--- src/rtl/bsd_pkg.sv ---
package bsd_pkg;

    localparam int WORD_W_DEF      = 8;
    localparam int SYNC_STAGES_DEF = 2;

    typedef enum logic {
        DET_ARMED = 1'b0,
        DET_FIRED = 1'b1
    } det_state_t;

    typedef struct packed {
        logic take;   // accept the serial bit this edge
        logic slip;   // drop the serial bit this edge
        logic data;   // selected serial bit
    } bit_ctl_t;

    function automatic logic pick_lane(input logic sel, input logic a, input logic b);
        return sel ? b : a;
    endfunction

    function automatic bit_ctl_t make_ctl(input logic en, input logic slip, input logic data);
        bit_ctl_t c;
        c.slip = en & slip;
        c.take = en & ~slip;
        c.data = data;
        return c;
    endfunction

endpackage

--- src/rtl/bsd_slip_detect.sv ---
module bsd_slip_detect
    import bsd_pkg::*;
#(
    parameter int STAGES = SYNC_STAGES_DEF
) (
    input  logic clk,
    input  logic rst,
    input  logic en,
    input  logic req_in,
    output logic slip_o
);
    localparam int LAST = STAGES - 1;

    logic [STAGES-1:0] sync_q;
    logic              prev_q;
    det_state_t        state_q;
    logic              synced;

    assign synced = sync_q[LAST];

    generate
        if (STAGES == 1) begin : g_one
            always_ff @(posedge clk or posedge rst) begin
                if (rst)     sync_q <= '0;
                else if (en) sync_q <= req_in;
            end
        end else begin : g_chain
            always_ff @(posedge clk or posedge rst) begin
                if (rst)     sync_q <= '0;
                else if (en) sync_q <= {sync_q[STAGES-2:0], req_in};
            end
        end
    endgenerate

    always_ff @(posedge clk or posedge rst) begin
        if (rst)     prev_q <= 1'b0;
        else if (en) prev_q <= synced;
    end

    assign slip_o = synced & prev_q & (state_q == DET_ARMED);

    always_ff @(posedge clk or posedge rst) begin
        if (rst) begin
            state_q <= DET_ARMED;
        end else if (en) begin
            if (!synced)     state_q <= DET_ARMED;
            else if (slip_o) state_q <= DET_FIRED;
        end
    end

    // an executed slip is never followed by another on the next cycle
    p_single_slip_r4: assert property (@(posedge clk) disable iff (rst)
        (slip_o && en) |=> !slip_o)
        else $error("p_single_slip_r4");

    // detector frozen while disabled
    p_det_hold_r6: assert property (@(posedge clk) disable iff (rst)
        !en |=> $stable(state_q) && $stable(sync_q))
        else $error("p_det_hold_r6");

endmodule

--- src/rtl/bsd_shift_core.sv ---
module bsd_shift_core
    import bsd_pkg::*;
#(
    parameter int W = WORD_W_DEF
) (
    input  logic          clk,
    input  logic          rst,
    input  bit_ctl_t      ctl,
    output logic          done_o,
    output logic [W-1:0]  word_nxt_o
);
    localparam int             CNT_W = (W > 1) ? $clog2(W) : 1;
    localparam logic [CNT_W-1:0] LAST_POS = CNT_W'(W - 1);

    logic [W-1:0]     sh_q;
    logic [CNT_W-1:0] pos_q;

    // first accepted bit migrates down to bit 0 after W shifts
    assign word_nxt_o = {ctl.data, sh_q[W-1:1]};
    assign done_o     = ctl.take && (pos_q == LAST_POS);

    always_ff @(posedge clk or posedge rst) begin
        if (rst) begin
            sh_q  <= '0;
            pos_q <= '0;
        end else if (ctl.take) begin
            sh_q  <= word_nxt_o;
            pos_q <= (pos_q == LAST_POS) ? '0 : pos_q + CNT_W'(1);
        end
    end

    // a slip edge leaves position and partial word untouched
    p_slip_hold_r3: assert property (@(posedge clk) disable iff (rst)
        ctl.slip |=> $stable(pos_q) && $stable(sh_q))
        else $error("p_slip_hold_r3");

    // each accepted bit advances the position by one, wrapping after W
    p_pos_step_r1: assert property (@(posedge clk) disable iff (rst)
        ctl.take |=> pos_q == (($past(pos_q) == LAST_POS) ? '0 : $past(pos_q) + CNT_W'(1)))
        else $error("p_pos_step_r1");

endmodule

--- src/rtl/bsd_out_reg.sv ---
module bsd_out_reg #(
    parameter int W = 8
) (
    input  logic         clk,
    input  logic         rst,
    input  logic         load,
    input  logic [W-1:0] word_in,
    output logic [W-1:0] word_q,
    output logic         valid_q
);
    always_ff @(posedge clk or posedge rst) begin
        if (rst) begin
            word_q  <= '0;
            valid_q <= 1'b0;
        end else begin
            valid_q <= load;
            if (load) word_q <= word_in;
        end
    end

    // output word moves only together with a strobe
    p_word_only_on_strobe_r5: assert property (@(posedge clk) disable iff (rst)
        !valid_q |-> $stable(word_q) || $past(rst))
        else $error("p_word_only_on_strobe_r5");

endmodule

--- src/rtl/bitslip_deser.sv ---
module bitslip_deser
    import bsd_pkg::*;
#(
    parameter int WORD_W      = WORD_W_DEF,
    parameter int SYNC_STAGES = SYNC_STAGES_DEF
) (
    input  logic              clk,
    input  logic              rst,
    input  logic              clk_en,
    input  logic              lane_sel,
    input  logic              ser_a,
    input  logic              ser_b,
    input  logic              slip_req,
    output logic [WORD_W-1:0] word_out,
    output logic              word_valid
);
    logic              slip;
    logic              done;
    logic [WORD_W-1:0] word_nxt;
    bit_ctl_t          ctl;

    bsd_slip_detect #(.STAGES(SYNC_STAGES)) u_detect (
        .clk    (clk),
        .rst    (rst),
        .en     (clk_en),
        .req_in (slip_req),
        .slip_o (slip)
    );

    assign ctl = make_ctl(clk_en, slip, pick_lane(lane_sel, ser_a, ser_b));

    bsd_shift_core #(.W(WORD_W)) u_core (
        .clk        (clk),
        .rst        (rst),
        .ctl        (ctl),
        .done_o     (done),
        .word_nxt_o (word_nxt)
    );

    bsd_out_reg #(.W(WORD_W)) u_out (
        .clk     (clk),
        .rst     (rst),
        .load    (done),
        .word_in (word_nxt),
        .word_q  (word_out),
        .valid_q (word_valid)
    );

    // disabled edge yields no strobe and a frozen output
    p_idle_hold_r6: assert property (@(posedge clk) disable iff (rst)
        !clk_en |=> !word_valid && $stable(word_out))
        else $error("p_idle_hold_r6");

    // strobe lasts a single cycle for words of more than one bit
    p_strobe_single_r5: assert property (@(posedge clk) disable iff (rst)
        word_valid |=> !word_valid || (WORD_W == 1))
        else $error("p_strobe_single_r5");

endmodule

--- config.mk ---
export PLATFORM = sky130hd
export DESIGN_NAME = bitslip_deser
export DESIGN_NICKNAME = d
export VERILOG_FILES = /design/src/rtl/bsd_pkg.sv /design/src/rtl/bsd_slip_detect.sv /design/src/rtl/bsd_shift_core.sv /design/src/rtl/bsd_out_reg.sv /design/src/rtl/bitslip_deser.sv
export SDC_FILE = /design/constraint.sdc
export NUM_CORES = 1
export LEC_CHECK = 0
export BUFFER_PORTS_ARGS = -buffer_cell sky130_fd_sc_hd__buf_4
export CAP_MARGIN = 5
export CORE_MARGIN = 4
export CORE_UTILIZATION = 57
export DETAILED_ROUTE_END_ITERATION = 12
export GPL_ROUTABILITY_DRIVEN = 0
export PLACE_DENSITY = 0.87
export SYNTH_ARGS = -nofsm -noshare
export SYNTH_HDL_FRONTEND = slang
export SYNTH_SLANG_ARGS = --single-unit
export TNS_END_PERCENT = 10
--- constraint.sdc ---
create_clock -name clk -period 3 [get_ports clk]
set_input_delay 0.3 -clock clk [delete_from_list [all_inputs] [get_ports clk]]
set_output_delay 0.3 -clock clk [all_outputs]
set_load 0.02 [all_outputs]
==> results of run 1 <==
==> critical path: stages (launching register included) <==
cell	delay, ps
sky130_fd_sc_hd__dfrtp_1	390
sky130_fd_sc_hd__ha_1	160
sky130_fd_sc_hd__ha_1	160
sky130_fd_sc_hd__o211a_1	440
sky130_fd_sc_hd__mux2_4	340
==> final timing paths <==
check                                   start  slack (ps)            endpoint  cells after the start
setup / recovery              u_core.pos_q[0]        1400     u_out.word_q[7]                      4
hold / removal                            rst         140     u_core.pos_q[0]                      2
setup reg to reg              u_core.pos_q[0]        1400     u_out.word_q[7]                      4
hold reg to reg            u_detect.sync_q[0]         520  u_detect.sync_q[1]                      2
max in group asynchronous                 rst        2360  u_detect.sync_q[1]                      2
min in group clk                     slip_req         220  u_detect.sync_q[0]                      2
==> registers in the layout, summed over array words and instances (netlist names) <==
signal and flops:
u_out.word_q 8, u_detect.sync_q 2, u_detect.state_q 1, u_out.valid_q 1, u_core.sh_q 7, u_core.pos_q 3, u_detect.prev_q 1
==> cell type report <==
cell class | instances | area share
Multi-Input combinational cell | 31 | 0.318
Clock inverter | 1 | 0.00459
Clock buffer | 3 | 0.0207
Tap cell | 16 | 0.0184
Inverter | 2 | 0.00689
Sequential cell | 23 | 0.528
Timing Repair Buffer | 15 | 0.103
==> power groups by stage <==
| stage | clock [mW] | sequential (mW) | combinational (mW) |
|---|---|---|---|
| finish | 0.137 | 0.513 | 0.396 |
| global route | 0.160 | 0.532 | 0.428 |
| CTS | 0.144 | 0.515 | 0.403 |
| detailed placement | 0 | 0.521 | 0.403 |
| global placement | 0 | 0.516 | 0.391 |
| floorplan | 0 | 0.572 | 0.214 |
==> through the flow <==
step | power, mW | util
final | 1.05 | 0.707
after global routing | 1.12 | 0.707
after CTS | 1.06 | 0.707
after detailed placement | 0.924 | 0.689
after global placement | 0.907 | 0.689
after floorplan | 0.785 | -
==> layer usage <==
layer / GRT usage / routed length (um) / up-vias
met5: 0 / 0 / -
met4: 0.0673 / 25 / 0
met3: 0.0399 / 71 / 3
met2: 0.183 / 628 / 11
met1: 0.166 / 587 / 233
li1: - / - / 237
==> logic make-up (layout without fill, tap and decap cells) <==
logic type               count (synthesis)  count (layout)  share of synthesized area
multiplexers                            21              21                      0.282
adder cells (fa/ha/maj)                  2               2                     0.0265
AND/OR/NAND/NOR                          3               3                     0.0145
flip-flops                              23              23                      0.608
buffers and inverters                    4              21                     0.0251
AO/OA/AOI/OAI                            5               5                     0.0437
==> placed cells by master, fill, tap and decap left out <==
master                     instances
sky130_fd_sc_hd__o211a_1           1
sky130_fd_sc_hd__nor2_1            1
sky130_fd_sc_hd__nand2_1           1
sky130_fd_sc_hd__o21ai_4           1
sky130_fd_sc_hd__inv_1             2
sky130_fd_sc_hd__o21ai_0           1
sky130_fd_sc_hd__mux2_4            8
sky130_fd_sc_hd__mux2_2           13
sky130_fd_sc_hd__a21oi_1           2
sky130_fd_sc_hd__dfrtp_1          23
sky130_fd_sc_hd__nand2_2           1
sky130_fd_sc_hd__clkbuf_4          3
sky130_fd_sc_hd__clkinv_2          1
sky130_fd_sc_hd__ha_1              2
sky130_fd_sc_hd__buf_4            15
==> impl_metrics.json, run 1 <==
{
  "maxCapViolations": 0,
  "number_of_cts_inserted_buffers": 3,
  "worst_setup_hold_path_clk_slew_ps": 110,
  "clock_tree.buffer_depth": 2,
  "dpl_worst_slack_ps": 1420,
  "ctsHtreeMaxLevel": 1,
  "count_of_distinct_cell_types_in_the_synthesized_netlist": 14,
  "post_cts_resize_count": 0,
  "tritonroute_pass_1_iters": 1,
  "placed_area_sq_um": 1060,
  "setup.worst_path.end_class": "flop",
  "clock_insertion_delay_worst_skew_ps": 310,
  "initial_core_util": 0.614,
  "critical_path.startpoint_type": "flop",
  "total_switching_power_mw": 0.330,
  "clock-root-buffer": "sky130_fd_sc_hd__clkbuf_4",
  "rows": 14,
  "synthMostInstantiatedCell": "sky130_fd_sc_hd__dfrtp_1",
  "synth.top_cells.by_area": "sky130_fd_sc_hd__dfrtp_1 (61%), sky130_fd_sc_hd__mux2_2 (15%), sky130_fd_sc_hd__mux2_4 (13%)",
  "hold_buffers": 0,
  "synthArstFlopShare": 1.00,
  "synth.yosys.seq_area_share": 0.608,
  "io-pin-count": 16,
  "power.sequential.fraction": 0.490,
  "finish.net_count": 85,
  "placed_cells_incl_taps": 87,
  "path_class": "reg2reg",
  "internal_power_mw": 0.716,
  "final.min_clock_period_ps": 1600,
  "post-dp-hpwl_um": 981,
  "design_area_sq_um": 1090,
  "worst_ir_drop_vdd_uv": 521,
  "antenna_found_initial": 0,
  "power-per-cell-area_nw_per_um2": 960,
  "finalSetupTns_ps": 0,
  "period_share": 0.533,
  "floorplan.core_area_sq_um": 1540,
  "die_w_um": 48.7,
  "drt_wl_total_um": 1310,
  "synthCells": 58,
  "area_taken_by_flip_flops_and_latches_sq_um": 576,
  "final.fill_count": 112,
  "hold_slack_ps": 136,
  "drcViolationCount": 0,
  "vias_per_cell": 5.32,
  "required_ps": 3210,
  "count_of_antenna_diodes_in_the_layout": 0,
  "rsz0062_at_grt": "no",
  "timing.clock.skew_ps": 2.07,
  "vias": 484,
  "power.leakage_nw": 0.526,
  "cell_taking_the_most_area_after_synthesis": "sky130_fd_sc_hd__dfrtp_1",
  "first_global_vias": 513,
  "worst_ep_arrival_time_ps": 1810,
  "postCtsSetupRepairBufs": 0,
  "max_slew_margin": 0.457,
  "layout.cells.non_filler": 91,
  "multiInputGateArea_sq_um": 347,
  "final_layout_size_suffix_gt1_frac": 0.560,
  "p_sw_frac": 0.315,
  "clock-sinks": 23,
  "globalRoute.totalOverflow": 0,
  "port-buffer-count": 15,
  "yosys_warnings": 0,
  "grt_max_degree": 24,
  "finalHoldViolCount": 0,
  "syn-mean-instance-area_sq_um": 16.3,
  "timing.final.setup_violations": 0,
  "critical_path_peak_fanout": 9,
  "drtAntennaViolNets": 0,
  "wl_per_cell_um": 14.4,
  "layout_setup_ws_ps": 1400,
  "synth.net_count": 67,
  "status": "finished, final reports clean",
  "synthToLayoutAreaGrowth_pct": 15.2,
  "die_h_um": 48.7,
  "syn_area_sq_um": 946,
  "track_usage": 0.125,
  "grt_pass1_wl_um": 2310,
  "ys_seq_elements": 23,
  "share_clk_of_total_power": 0.131,
  "die-area_sq_um": 2380,
  "synthDominantCellAreaShare": 0.608,
  "worst_pin_slew_ps": 813,
  "pwr-share-comb": 0.378,
  "synth_common_cells": "sky130_fd_sc_hd__dfrtp_1 (23), sky130_fd_sc_hd__mux2_2 (13), sky130_fd_sc_hd__mux2_4 (8)",
  "top_flip_flop_cell_by_instance_count_after_synthesis": "sky130_fd_sc_hd__dfrtp_1",
  "drv_slew": 0,
  "synth_edf_count": 0,
  "detailedRoute.firstIterationViolations": 0,
  "worst_hold_path_type": "in2async",
  "maxClockFrequency_ghz": 0.625,
  "cts_tree": "done"
}
Power figures use the tool's default switching activity.
==> run 2, diff against run 1 <==
ABC_AREA = 1   (was default)
CORE_UTILIZATION = 48   (was 57)
PLACE_DENSITY = 0.78   (was 0.87)
clock period = 1.4 ns   (was 3 ns; I/O delays follow)
==> run 2 against run 1 <==
- global-route usage is 1.2 points higher
- combinational power is 48% higher
- area after synthesis is 5.8% higher
- hold slack worse by 94 ps
- non-clock buffer count is 3 higher
- synthesized cell count is 84% higher
- largest power group unchanged
- final cell count is 65% higher
==> impl_metrics.json, run 2 <==
{
  "synth.top_cells.by_area": "sky130_fd_sc_hd__dfrtp_1 (57%), sky130_fd_sc_hd__nand2_1 (17%), sky130_fd_sc_hd__nand3_1 (5.0%)",
  "synthDominantCellAreaShare": 0.575,
  "ctsHtreeMaxLevel": 1,
  "period_share": 0.958,
  "vias_per_cell": 4.93,
  "grt.busiest_layer": "met2",
  "reg.largest.list": "u_out.word_q (8), u_core.sh_q (7), u_core.pos_q (3)",
  "post_cts_resize_count": 0,
  "timing.clock.skew_ps": 3.47,
  "finalPower_mw": 1.85,
  "required_ps": 1640,
  "count_of_antenna_diodes_in_the_layout": 0,
  "globalRouteMet2Util": 0.232,
  "antenna_found_initial": 0,
  "ys_seq_elements": 23,
  "worst-r2r-cell-count": 4,
  "layout.cells.most_common": "sky130_fd_sc_hd__nand2_1",
  "clock-root-buffer": "sky130_fd_sc_hd__clkbuf_4",
  "rows": 16,
  "worst_setup_hold_path_clk_slew_ps": 120,
  "worstHoldPathCells": 3,
  "synth_edf_count": 0,
  "synthToLayoutAreaGrowth_pct": 15.1,
  "die-area_sq_um": 2880,
  "grt_max_degree": 25,
  "cell_taking_the_most_area_after_synthesis": "sky130_fd_sc_hd__dfrtp_1",
  "worst_path_most_repeated_cell": "sky130_fd_sc_hd__ha_1",
  "vias": 740,
  "synthArstFlopShare": 1.00,
  "rsz0062_at_grt": "no",
  "r2r_end": "u_core.pos_q[0]",
  "port-buffer-count": 15,
  "drcViolationCount": 0,
  "r2r_slack_ps": 60,
  "timing.final.setup_violations": 0,
  "grt_pass1_wl_um": 2870,
  "maxCapViolations": 0,
  "floorplan.core_area_sq_um": 1960,
  "tritonroute_pass_1_iters": 4,
  "power.leakage_nw": 0.646,
  "finalSetupTns_ps": 0,
  "initial_core_util": 0.510,
  "number_of_flip_flops_in_the_largest_register": 8,
  "globalRoute.totalOverflow": 0,
  "crit_slowest_cell": "sky130_fd_sc_hd__dfrtp_1",
  "number_of_cts_inserted_buffers": 3,
  "worst_hold_path_type": "in2reg",
  "count_of_distinct_cell_types_in_the_synthesized_netlist": 16,
  "gr_layer_usage_met3": 0.0249,
  "die_h_um": 53.7,
  "wl_per_cell_um": 10.8,
  "use_met1": 0.169,
  "final_layout_size_suffix_gt1_frac": 0.203,
  "io-pin-count": 16,
  "worst_ir_drop_vdd_uv": 711,
  "max_slew_margin": 0.818,
  "synthCells": 107,
  "registers.top_by_ff_count": "u_out.word_q",
  "critical_path_peak_fanout": 3,
  "min_from": "slip_req",
  "synth.yosys.seq_area_share": 0.575,
  "maxClockFrequency_ghz": 0.746,
  "drt_wl_total_um": 1610,
  "finish.net_count": 133,
  "drv_slew": 0,
  "cts_tree": "done",
  "final.min_clock_period_ps": 1340,
  "postCtsSetupRepairBufs": 0,
  "hold_buffers": 1,
  "critical_path.startpoint_type": "flop",
  "post-dp-hpwl_um": 1160,
  "worstReg2RegStart": "u_core.pos_q[0]",
  "clock-sinks": 23,
  "first_global_vias": 691,
  "synth_common_cells": "sky130_fd_sc_hd__nand2_1 (44), sky130_fd_sc_hd__dfrtp_1 (23), sky130_fd_sc_hd__nand3_1 (10), sky130_fd_sc_hd__nand4_1 (8), sky130_fd_sc_hd__inv_1 (6)",
  "clock_insertion_delay_worst_skew_ps": 300,
  "top_flip_flop_cell_by_instance_count_after_synthesis": "sky130_fd_sc_hd__dfrtp_1",
  "yosys_warnings": 0,
  "setup.worst_path.end_class": "flop",
  "drtAntennaViolNets": 0,
  "worstSetupStartpoint": "u_core.pos_q[0]",
  "syn-mean-instance-area_sq_um": 9.35,
  "path_class": "reg2reg",
  "layout.cells.most_common_list": "sky130_fd_sc_hd__nand2_1 (44), sky130_fd_sc_hd__dfrtp_1 (23), sky130_fd_sc_hd__buf_4 (17)",
  "final.fill_count": 180,
  "synthMostInstantiatedCell": "sky130_fd_sc_hd__nand2_1",
  "hold_slack_ps": 42.2,
  "die_w_um": 53.7,
  "finalHoldViolCount": 0,
  "clock_tree.buffer_depth": 2,
  "worst_pin_slew_ps": 274,
  "worst_ep_arrival_time_ps": 1580,
  "hold-path-endpoint": "u_detect.sync_q[0]",
  "fin_util": 0.587,
  "syn_area_sq_um": 1000,
  "track_usage": 0.137,
  "crit_chain": "ha_1 -> ha_1 -> or2_2 -> o21ai_1",
  "detailedRoute.firstIterationViolations": 8,
  "synth.net_count": 116,
  "slowest_delay_ps": 430,
  "status": "finished, final reports clean",
  "power-per-cell-area_nw_per_um2": 1600
}
-- run 2: cell types whose count changed after synthesis, moves of 4 or more --
cell | previous run | this run
sky130_fd_sc_hd__nand2_1 | 1 | 44
sky130_fd_sc_hd__mux2_2 | 13 | 0
sky130_fd_sc_hd__nand3_1 | 0 | 10
sky130_fd_sc_hd__mux2_4 | 8 | 0
sky130_fd_sc_hd__nand4_1 | 0 | 8
sky130_fd_sc_hd__inv_1 | 2 | 6
-- run 2: power by group --
part	leakage [nW]	internal, mW	total, mW	switching [mW]
clock network	0.0177	0.107	0.294	0.188
registers	0.299	0.849	0.966	0.117
logic	0.329	0.252	0.585	0.332
-- run 2: kinds of logic after synthesis --
family | count (synthesis) | synth area share
adders and majority gates | 2 | 0.0250
buffers and inverters | 12 | 0.0700
AOI/OAI and AO/OA | 4 | 0.0200
and+or+nand+nor | 66 | 0.310
DFF | 23 | 0.575
-- run 2: through the flow --
step	cell area (sq um)	worst slack [ps]	instances
2_1_floorplan	1000	46.0	107
3_3_place_gp	1110	142	145
3_5_place_dp	1110	83.4	145
4_1_cts	1150	64.1	150
5_1_grt	1150	5.59	150
6_report	1150	59.3	150
-- run 2: worst max-delay path by stage --
stage	slack, ps	end
after detailed placement	80	u_core.pos_q[0]
after floorplan	50	u_core.pos_q[0]
after CTS	60	u_core.pos_q[0]
after global placement	140	u_core.pos_q[0]
after global routing	6	u_core.pos_q[0]
final	60	u_core.pos_q[0]
-- run 2: worst max-delay path: cells and delay by family, from the launching register on --
kind | cells | cell delay [ps]
and+or+nand+nor | 1 | 300
AOI/OAI and AO/OA | 1 | 120
DFF | 1 | 430
adders and majority gates | 2 | 430
-- run 2: cell type report --
type	count	area [sq um]	area share
Inverter	6	22.5	0.0195
Clock inverter	1	5.00	0.00434
Multi-Input combinational cell	72	355	0.308
Tap cell	27	33.8	0.0293
Clock buffer	3	22.5	0.0195
Sequential cell	23	576	0.499
Timing Repair Buffer	18	138	0.119
-- run 2: routing by layer --
| metal | wire, um | vias to the layer above |
|---|---|---|
| met3 | 59 | 5 |
| met4 | 28 | 0 |
| li1 | - | 375 |
| met5 | 0 | - |
| met1 | 707 | 348 |
| met2 | 818 | 12 |
==> run 3, diff against run 2 <==
CORE_MARGIN = 2   (was 4)
CTS_BUF_LIST = sky130_fd_sc_hd__clkbuf_8 sky130_fd_sc_hd__clkbuf_16   (was default)
GPL_TIMING_DRIVEN = 1   (was default)
==> run 3 against run 2 <==
- first-iteration DRC count increased by 140%
- sequential cell count stayed put
- core utilization grew 1.1 points
- hold slack improved by 45 ps
- clock skew is 1.1 ps higher
- die area down 14%
==> impl_metrics.json, run 3 (same netlist as run 2, synthesis figures left out) <==
{
  "power-per-cell-area_nw_per_um2": 1660,
  "layout.cells.most_common": "sky130_fd_sc_hd__nand2_1",
  "clock-sinks": 23,
  "finalSetupTns_ps": 0,
  "grt_pass1_wl_um": 2870,
  "io-pin-count": 16,
  "rows": 16,
  "final.fill_count": 169,
  "vias": 748,
  "finish.net_count": 133,
  "die-area_sq_um": 2470,
  "drtAntennaViolNets": 0,
  "die_w_um": 49.7,
  "postCtsSetupRepairBufs": 0,
  "timing.final.setup_violations": 0,
  "crit_chain": "ha_1 -> ha_2 -> or2_2 -> o21ai_1",
  "floorplan.core_area_sq_um": 1960,
  "finalHoldViolCount": 0,
  "number_of_cts_inserted_buffers": 3,
  "setup.worst_path.end_class": "flop",
  "status": "finished, final reports clean",
  "detailedRoute.firstIterationViolations": 19,
  "required_ps": 1590,
  "port-buffer-count": 15,
  "clock-root-buffer": "sky130_fd_sc_hd__clkbuf_8",
  "clock_tree.buffer_depth": 2,
  "ctsHtreeMaxLevel": 1,
  "count_of_antenna_diodes_in_the_layout": 0,
  "worst_setup_hold_path_clk_slew_ps": 80,
  "synthToLayoutAreaGrowth_pct": 17.3,
  "layout.cells.most_common_list": "sky130_fd_sc_hd__nand2_1 (44), sky130_fd_sc_hd__dfrtp_1 (23), sky130_fd_sc_hd__buf_4 (17)",
  "number_of_flip_flops_in_the_largest_register": 8,
  "tritonroute_pass_1_iters": 4,
  "drv_slew": 0,
  "maxCapViolations": 0,
  "wl_per_cell_um": 10.8,
  "grt_max_degree": 25,
  "cts_tree": "done",
  "worst_ep_arrival_time_ps": 1490,
  "worst_ir_drop_vdd_uv": 1120,
  "die_h_um": 49.7,
  "track_usage": 0.149,
  "registers.top_by_ff_count": "u_out.word_q",
  "slowest_delay_ps": 400,
  "max_slew_margin": 0.815,
  "initial_core_util": 0.510,
  "vias_per_cell": 4.99,
  "final.min_clock_period_ps": 1300,
  "antenna_found_initial": 0,
  "clock_insertion_delay_worst_skew_ps": 260,
  "drcViolationCount": 0,
  "path_class": "reg2reg",
  "worst_pin_slew_ps": 277,
  "period_share": 0.928,
  "first_global_vias": 683,
  "worst_hold_path_type": "in2reg",
  "reg.largest.list": "u_out.word_q (8), u_core.sh_q (7), u_core.pos_q (3)",
  "critical_path_peak_fanout": 3,
  "power.leakage_nw": 0.651,
  "hold_slack_ps": 87.7,
  "globalRoute.totalOverflow": 0,
  "final_layout_size_suffix_gt1_frac": 0.211,
  "timing.clock.skew_ps": 4.55,
  "rsz0062_at_grt": "no",
  "drt_wl_total_um": 1620,
  "maxClockFrequency_ghz": 0.770,
  "critical_path.startpoint_type": "flop",
  "critical_path.top_delay_family": "flip-flops",
  "critical_path.n_buffers_inverters": 0,
  "post-dp-hpwl_um": 1110,
  "crit_slowest_cell": "sky130_fd_sc_hd__dfrtp_1"
}
## run 3: layout make-up
| type | instances | area (sq um) | share of cell area |
|---|---|---|---|
| multi-input cells | 72 | 358 | 0.305 |
| repair buffers | 18 | 138 | 0.117 |
| clock buffers | 3 | 41.3 | 0.0352 |
| well taps | 27 | 33.8 | 0.0288 |
| inverters | 6 | 22.5 | 0.0192 |
| clock inverters | 1 | 5.00 | 0.00426 |
| flip-flops and latches | 23 | 576 | 0.490 |
## run 3: power by group
| group | total (mW) | switching, mW | internal [mW] |
|---|---|---|---|
| Clock | 0.393 | 0.195 | 0.198 |
| Combinational | 0.588 | 0.333 | 0.255 |
| Sequential | 0.966 | 0.115 | 0.851 |
| Total | 1.95 | 0.644 | 1.30 |
## run 3: through the flow
step | utilization | worst slack, ps | instances | total power [mW] | area [sq um]
2_1_floorplan | - | 46.0 | 107 | 1.35 | 1000
3_3_place_gp | 0.568 | 141 | 145 | 1.54 | 1110
3_5_place_dp | 0.568 | 84.0 | 145 | 1.57 | 1110
4_1_cts | 0.597 | 61.0 | 150 | 1.96 | 1170
5_1_grt | 0.598 | 11.0 | 150 | 2.09 | 1170
6_report | 0.598 | 101 | 150 | 1.95 | 1170
## run 3: worst register-to-register path, delay by kind of cell, from the launching register on
family,cells,cell delay (ps)
DFF,1,400
and+or+nand+nor,1,290
adders and majority gates,2,400
AOI/OAI and AO/OA,1,140
## run 3: metal layers
layer  part of all wire  global-route usage  wire [um]  vias up
met5                  0                   0          0        -
met4             0.0037              0.0185          6        0
met3              0.058              0.0545         94        2
met2               0.52               0.256        840       16
met1               0.42               0.186        675      354
li1                   -                   -          -      376
## run 3: path summary, 6_finish.rpt
check | startpoint | end | slack [ps] | depth (start not counted)
worst max-delay path | u_core.pos_q[0] | u_core.pos_q[0] | 100 | 4
worst min-delay path | slip_req | u_detect.sync_q[0] | 90 | 3
worst max register to register | u_core.pos_q[0] | u_core.pos_q[0] | 100 | 4
worst min register to register | u_out.word_q[6] | u_out.word_q[6] | 480 | 2
max in group asynchronous | rst | u_core.sh_q[7] | 710 | 4
min in group asynchronous | rst | u_core.sh_q[1] | 470 | 4
## run 3: timing repair
action                                  4_1_cts  5_1_grt
endpoints found under the setup margin        0        1
endpoints found under the hold margin        23        0
hold buffers                                  1        0
resized for setup                             0        1
